`src/rtl/privseg_pkg.sv`:
```
// Shared types for the privileged address segment translator.
package privseg_pkg;

    // Fault classes reported on rsp_code.
    typedef enum logic [2:0] {
        FC_NONE     = 3'd0,
        FC_ADDR_RD  = 3'd1,
        FC_ADDR_WR  = 3'd2,
        FC_TLB_RD   = 3'd3,
        FC_TLB_WR   = 3'd4,
        FC_TLB_MOD  = 3'd5
    } fault_code_e;

    // Outcome reported by the external TLB.
    typedef enum logic [1:0] {
        TR_HIT     = 2'd0,
        TR_NOMATCH = 2'd1,
        TR_INVALID = 2'd2,
        TR_MODIFY  = 2'd3
    } tlb_res_e;

endpackage

```
`src/rtl/privseg_classify.sv`:
```
// Segment classifier.
// Decides from the top address bits, the mode and the error-level flag
// whether an access is legal, whether it needs translation, and the
// physical address of the untranslated windows.
// Assumes mode 00 = user, 01 = supervisor, 1x = kernel.
module privseg_classify #(
    parameter int AW = 32
) (
    input  logic          clk,
    input  logic          rst_n,
    input  logic          req_valid,
    input  logic [AW-1:0] addr,
    input  logic [1:0]    mode,
    input  logic          err_level,
    output logic          legal,
    output logic          mapped,
    output logic [AW-1:0] direct_phys
);
    localparam int WIN_LSB = AW - 3;

    logic is_kernel;
    logic is_super;
    logic [2:0] seg;

    assign is_kernel = mode[1];
    assign is_super  = (mode == 2'b01);
    assign seg       = addr[AW-1:WIN_LSB];

    // Segment decode: legality, translation need and window address.
    always_comb begin
        legal       = 1'b0;
        mapped      = 1'b0;
        direct_phys = '0;
        if (!seg[2]) begin
            legal = 1'b1;
            if (err_level) begin
                direct_phys = addr;
            end else begin
                mapped = 1'b1;
            end
        end else if (seg[2:1] == 2'b10) begin
            legal       = is_kernel;
            direct_phys = {3'b000, addr[WIN_LSB-1:0]};
        end else if (seg == 3'b110) begin
            legal  = is_kernel | is_super;
            mapped = 1'b1;
        end else begin
            legal  = is_kernel;
            mapped = 1'b1;
        end
    end

    // error level keeps the low half out of translation
    a_r2_erl_unmapped: assert property (@(posedge clk) disable iff (!rst_n)
        (req_valid && err_level && !addr[AW-1]) |-> (legal && !mapped));

    // user mode never reaches the upper half
    a_r6_user_upper: assert property (@(posedge clk) disable iff (!rst_n)
        (req_valid && mode == 2'b00 && addr[AW-1]) |-> !legal);
endmodule

```
`src/rtl/privseg_fault.sv`:
```
// Fault encoder.
// Combines segment legality with the TLB outcome into a fault class and
// refill hint, and forms the context and entry-high update words.
// Assumes the TLB outcome is meaningful only when the access is mapped.
module privseg_fault
    import privseg_pkg::*;
#(
    parameter int AW         = 32,
    parameter int ASID_W     = 8,
    parameter int PAGE_SHIFT = 13,
    parameter int CTX_LSB    = 4
) (
    input  logic              legal,
    input  logic              mapped,
    input  logic              write,
    input  logic [1:0]        tlb_result,
    input  logic [AW-1:0]     addr,
    input  logic [AW-1:0]     ctx_in,
    input  logic [ASID_W-1:0] asid,
    output logic              fault,
    output logic [2:0]        code,
    output logic              refill,
    output logic [AW-1:0]     ctx_next,
    output logic [AW-1:0]     eh_next
);
    localparam int VPN_W   = AW - PAGE_SHIFT;
    localparam int CTX_MSB = CTX_LSB + VPN_W - 1;
    localparam int GAP_W   = PAGE_SHIFT - ASID_W;

    tlb_res_e    res;
    fault_code_e fc;

    assign res = tlb_res_e'(tlb_result);

    // Fault priority: segment legality first, then the TLB outcome.
    always_comb begin
        fc     = FC_NONE;
        refill = 1'b0;
        if (!legal) begin
            fc = write ? FC_ADDR_WR : FC_ADDR_RD;
        end else if (mapped) begin
            unique case (res)
                TR_HIT:     fc = FC_NONE;
                TR_NOMATCH: begin
                    fc     = write ? FC_TLB_WR : FC_TLB_RD;
                    refill = 1'b1;
                end
                TR_INVALID: fc = write ? FC_TLB_WR : FC_TLB_RD;
                TR_MODIFY:  fc = FC_TLB_MOD;
                default:    fc = FC_NONE;
            endcase
        end
    end

    assign code  = fc;
    assign fault = (fc != FC_NONE);

    // Context update: page number lands in the field, rest preserved.
    always_comb begin
        ctx_next = ctx_in;
        ctx_next[CTX_MSB:CTX_LSB] = addr[AW-1:PAGE_SHIFT];
    end

    // Entry-high update: page number with ASID in the low bits.
    generate
        if (GAP_W > 0) begin : g_gap
            assign eh_next = {addr[AW-1:PAGE_SHIFT], {GAP_W{1'b0}}, asid};
        end else begin : g_nogap
            assign eh_next = {addr[AW-1:PAGE_SHIFT], asid};
        end
    endgenerate

    // refill hint only accompanies a TLB read/write fault
    a_r7_refill_class: assert final (!refill || fc == FC_TLB_RD || fc == FC_TLB_WR);
endmodule

```
`src/rtl/privseg_xlate.sv`:
```
// Privileged address segment translator, top level.
// Accepts one request per cycle, consults the external TLB in the same
// cycle when translation is needed, and registers the response together
// with the exception register update values captured on a fault.
// Assumes the TLB answers combinationally.
module privseg_xlate
    import privseg_pkg::*;
#(
    parameter int AW         = 32,
    parameter int ASID_W     = 8,
    parameter int PAGE_SHIFT = 13
) (
    input  logic              clk,
    input  logic              rst_n,
    input  logic              req_valid,
    input  logic [AW-1:0]     req_addr,
    input  logic              req_write,
    input  logic [1:0]        req_mode,
    input  logic              err_level,
    input  logic [ASID_W-1:0] cur_asid,
    input  logic [AW-1:0]     ctx_in,
    output logic              tlb_lookup,
    output logic [AW-1:0]     tlb_vaddr,
    output logic              tlb_write,
    input  logic [1:0]        tlb_result,
    input  logic [AW-1:0]     tlb_phys,
    output logic              rsp_valid,
    output logic [AW-1:0]     rsp_phys,
    output logic              rsp_fault,
    output logic [2:0]        rsp_code,
    output logic              rsp_refill,
    output logic [AW-1:0]     bad_vaddr,
    output logic [AW-1:0]     ctx_val,
    output logic [AW-1:0]     entryhi_val
);
    logic          legal;
    logic          mapped;
    logic [AW-1:0] direct_phys;
    logic          fault;
    logic [2:0]    code;
    logic          refill;
    logic [AW-1:0] ctx_next;
    logic [AW-1:0] eh_next;
    logic [AW-1:0] phys_next;

    privseg_classify #(.AW(AW)) u_classify (
        .clk         (clk),
        .rst_n       (rst_n),
        .req_valid   (req_valid),
        .addr        (req_addr),
        .mode        (req_mode),
        .err_level   (err_level),
        .legal       (legal),
        .mapped      (mapped),
        .direct_phys (direct_phys)
    );

    privseg_fault #(
        .AW(AW), .ASID_W(ASID_W), .PAGE_SHIFT(PAGE_SHIFT)
    ) u_fault (
        .legal      (legal),
        .mapped     (mapped),
        .write      (req_write),
        .tlb_result (tlb_result),
        .addr       (req_addr),
        .ctx_in     (ctx_in),
        .asid       (cur_asid),
        .fault      (fault),
        .code       (code),
        .refill     (refill),
        .ctx_next   (ctx_next),
        .eh_next    (eh_next)
    );

    assign tlb_lookup = req_valid & legal & mapped;
    assign tlb_vaddr  = req_addr;
    assign tlb_write  = req_write;

    // Physical address selection; zero on a fault.
    always_comb begin
        if (fault)       phys_next = '0;
        else if (mapped) phys_next = tlb_phys;
        else             phys_next = direct_phys;
    end

    // Response register.
    always_ff @(posedge clk) begin
        if (!rst_n) begin
            rsp_valid  <= 1'b0;
            rsp_phys   <= '0;
            rsp_fault  <= 1'b0;
            rsp_code   <= 3'd0;
            rsp_refill <= 1'b0;
        end else begin
            rsp_valid  <= req_valid;
            rsp_phys   <= req_valid ? phys_next : '0;
            rsp_fault  <= req_valid & fault;
            rsp_code   <= req_valid ? code : 3'd0;
            rsp_refill <= req_valid & refill;
        end
    end

    // Exception register update capture, loaded only on a fault.
    always_ff @(posedge clk) begin
        if (!rst_n) begin
            bad_vaddr   <= '0;
            ctx_val     <= '0;
            entryhi_val <= '0;
        end else if (req_valid && fault) begin
            bad_vaddr   <= req_addr;
            ctx_val     <= ctx_next;
            entryhi_val <= eh_next;
        end
    end

    // response follows request by one cycle
    a_r8_rsp_follows: assert property (@(posedge clk) disable iff (!rst_n)
        req_valid |=> rsp_valid);
    a_r8_no_spurious: assert property (@(posedge clk) disable iff (!rst_n)
        !req_valid |=> !rsp_valid);

    // faulting response carries a zero address
    a_r8_fault_phys: assert property (@(posedge clk) disable iff (!rst_n)
        rsp_fault |-> (rsp_phys == '0 && rsp_valid));

    // captured words hold when no fault is reported
    a_r9_hold: assert property (@(posedge clk) disable iff (!rst_n)
        !rsp_fault |-> ($stable(bad_vaddr) && $stable(entryhi_val)));

    // clean direct-window response has a cleared top field
    a_r3_window_top: assert property (@(posedge clk) disable iff (!rst_n)
        (rsp_valid && !rsp_fault && $past(req_addr[AW-1:AW-2]) == 2'b10)
        |-> rsp_phys[AW-1:AW-3] == 3'b000);
endmodule

```
`config.mk`:
```
export PLATFORM = sky130hd
export DESIGN_NAME = privseg_xlate
export DESIGN_NICKNAME = d
export VERILOG_FILES = /design/src/rtl/privseg_pkg.sv /design/src/rtl/privseg_classify.sv /design/src/rtl/privseg_fault.sv /design/src/rtl/privseg_xlate.sv
export SDC_FILE = /design/constraint.sdc
export NUM_CORES = 1
export LEC_CHECK = 0
export ABC_AREA = 1
export BUFFER_PORTS_ARGS = -buffer_cell sky130_fd_sc_hd__buf_2
export CAP_MARGIN = 20
export CORE_AREA = 4 4 107 109
export DETAILED_ROUTE_END_ITERATION = 6
export DIE_AREA = 0 0 111 113
export PLACE_DENSITY = 0.8
export SKIP_LAST_GASP = 1
export SLEW_MARGIN = 20
export SYNTH_ARGS = -nofsm -noshare
export SYNTH_HDL_FRONTEND = slang
export SYNTH_SLANG_ARGS = --single-unit
```
`constraint.sdc`:
```
create_clock -name clk -period 2.4 [get_ports clk]
set_input_delay 0.12 -clock clk [delete_from_list [all_inputs] [get_ports clk]]
set_output_delay 0.12 -clock clk [all_outputs]
set_load 0.005 [all_outputs]
```
==> out/metrics.yaml <==
outcome:
  status: "finished clean"
place:
  port_buffers: 256
  hpwl_mm: 8.29
  post-place-ws_ns: 0.430
  gp_congestion: 0.815
floorplanning:
  die_area_um2: 12500
  rows: 38
  io_pins: 281
  core_area_um2: 10600
  fp.dieW_um: 111
  floorplan.initialDensity_pct: 42.2
  fp.dieH_um: 113
cells_and_area:
  final_common_cell: "buf_2"
  post_route_cells_drive_above_1_share_pct: 42.2
  layout_common_cells: "buf_2, nor2_1, dfxtp_1"
  diodes: 0
  utilization_pct: 53.3
  fin_nets: 906
  nFillCells: 1047
  syn_to_final_growth_pct: 26.4
synth:
  syn-instance-count: 602
  ys.flop_type: "dfxtp_1"
  synth-async-reset-ratio_pct: 0
  yosys.area.top_type: "dfxtp_1"
  yosysSeqAreaShare_pct: 40.7
  synth.distinct_cells: 24
  synth_area_um2: 4470
  synth-edff-count: 0
  yosysWarnings: 0
  ys_top_cells_by_area: "dfxtp_1, buf_4, nor2_1, nand3_1, nor2_2"
  synth-seq-cells: 91
  yosysTopAreaCellShare_pct: 40.7
  syn_area_per_cell_um2: 7.43
grt:
  grt_max_degree: 63
  overflow: 0
  grt_pass1_wl_mm: 18.6
  grt_pass1_vias: 3735
  antenna_found_initial: 0
  grt_usage_pct: 18.1
routing:
  wl_per_cell_um: 12.7
  antenna_left: 0
  drc: 0
  drtPass1Iterations: 6
  via_count: 4099
  avgViaCountPerCell: 4.39
  first_iter_violations: 178
  wl_mm: 11.9
cts:
  htreeDepth: 3
  ctsLongestPathBuffers: 2
  clk_latency_ns: 0.34
  clk_pin_slew_ns: 0.08
  numCtsBuffers: 9
  cts_resized: 0
  cts_setup_buffers: 0
  cts_tree: "built"
  clockRootBuffer: "clkbuf_8"
  clock_sinks: 91
  postCtsHoldBufs: 18
timing:
  worst-slew-pin-transition_ns: 0.653
  setup_violations: 0
  final_hold_viol_count: 0
  finalClockSkew_ns: 0
  fin_setup_tns_ns: 0
  fin_ws_ns: 0.797
  drv_slew: 0
  relSlewSlack_pct: 56.5
  fin_crit_sh_pct: 66.8
  max_freq_mhz: 624
  layout_min_cycle_time_ns: 1.60
  rsz0062_at_grt: "false"
worst_setup_path:
  rrSetupSlack_ns: 1.77
  worstPathRequired_ns: 2.63
  critPathArrivalTime_ns: 1.83
  worstReg2RegStart: "bad_vaddr[16]"
  crit_path_end: "rsp_phys[14]"
  ff2ff_path_depth: 2
  critPathMaxFanout: 22
  crit_start: "tlb_result[0]"
  crit_path_frequent_cell: "inv_1"
  slowest_stage: "buf_4"
  crit_chain: "buf_2 > inv_1 > ha_1 > inv_1 > o21ai_0 > nand3_2 > nand2_1 > nor2_4 > nand2_2 > buf_4 > nor2_1"
  r2r-end: "bad_vaddr[16]"
  worst-setup-path-type: "input pin to flip-flop"
  cp-end-kind: "flip-flop"
  cp_num_cells: 11
  path_buf_inv: 4
  crit_family: "simple AND/OR/NAND/NOR gates"
  cp-start-kind: "input pin"
  slowest_delay_ns: 0.37
power_and_ir_drop:
  total_power_w: 0.00378
  p_leak_nw: 3.23
  ir_drop_v: 0.000269
  power_density_nw_per_um2: 668
worst_hold_path:
  hold_path_class: "input pin to flip-flop"
flow_run:
  maxCapViolCount: 0
-- metrics by stage --
stage	std cells	hold WS, ns	instance area (µm²)
3_5_place_dp	901	0.366	5240
4_1_cts	934	0.00188	5660
2_1_floorplan	606	0.263	4490
3_3_place_gp	901	0.362	5240
6_report	934	0.0318	5660
5_1_grt	934	0.0240	5660
-- routing by layer --
layer	vias to the layer above	track usage (%)	share of wire [%]
met2	175	30.9	48
met3	18	5.67	8.3
li1	2113	-	-
met5	-	0	0
met1	1793	21.7	42
met4	0	6.57	2.1
-- synthesized netlist by cell type (5+ instances only) --
cell type and count:
a21oi_1 33, buf_6 5, nand2_1 60, inv_1 60, buf_4 76, buf_2 5
nand2_2 5, nand3_1 57, nor2_2 41, nor2_1 130, dfxtp_1 91, clkbuf_1 18
-- tightest hold or removal path: cells and delay by family --
kind	cells	cell delay [ns]
AOI/OAI and AO/OA	1	0.05
and+or+nand+nor	1	0.08
buffers and inverters	1	0.08
-- report_power, final --
part | internal [W] | switching, W
clock network | 0.000717 | 0.000510
registers | 0.00163 | 0.0000726
logic | 0.000379 | 0.000469
-- flip-flops by register name, indices dropped and copies added, names as in the netlist --
name         count
rsp_fault        1
rsp_refill       1
rsp_code         3
entryhi_val      8
rsp_valid        1
rsp_phys        32
ctx_val         14
bad_vaddr       31
-- worst min-delay path by stage --
stage               cells after the start          from      endpoint
floorplan                               2  tlb_phys[31]  rsp_phys[31]
global placement                        3  tlb_phys[23]  rsp_phys[23]
detailed placement                      3  tlb_phys[26]  rsp_phys[26]
CTS                                     3  tlb_phys[12]  rsp_phys[12]
global route                            3  tlb_phys[28]  rsp_phys[28]
finish                                  3  tlb_phys[12]  rsp_phys[12]
-- logic make-up (layout without fill, tap and decap cells) --
group | after synthesis | in the layout | synth area share, %
and+or+nand+nor | 304 | 304 | 31.9
buffers and inverters | 169 | 357 | 22.7
DFF | 91 | 91 | 40.7
AOI/OAI and AO/OA | 34 | 34 | 3.80
adders and majority gates | 3 | 3 | 0.839
other | 1 | 5 | 0.0838
-- cell type report --
| class | instances | area, µm² | area share (%) |
|---|---|---|---|
| Multi-Input combinational cell | 346 | 1650 | 29.2 |
| Clock inverter | 4 | 98.8 | 1.75 |
| Tap cell | 140 | 175 | 3.10 |
| Clock buffer | 11 | 141 | 2.50 |
| Timing Repair Buffer | 280 | 1530 | 27.1 |
| Inverter | 62 | 235 | 4.16 |
| Sequential cell | 91 | 1820 | 32.2 |
(Power assumes the default switching activity.)
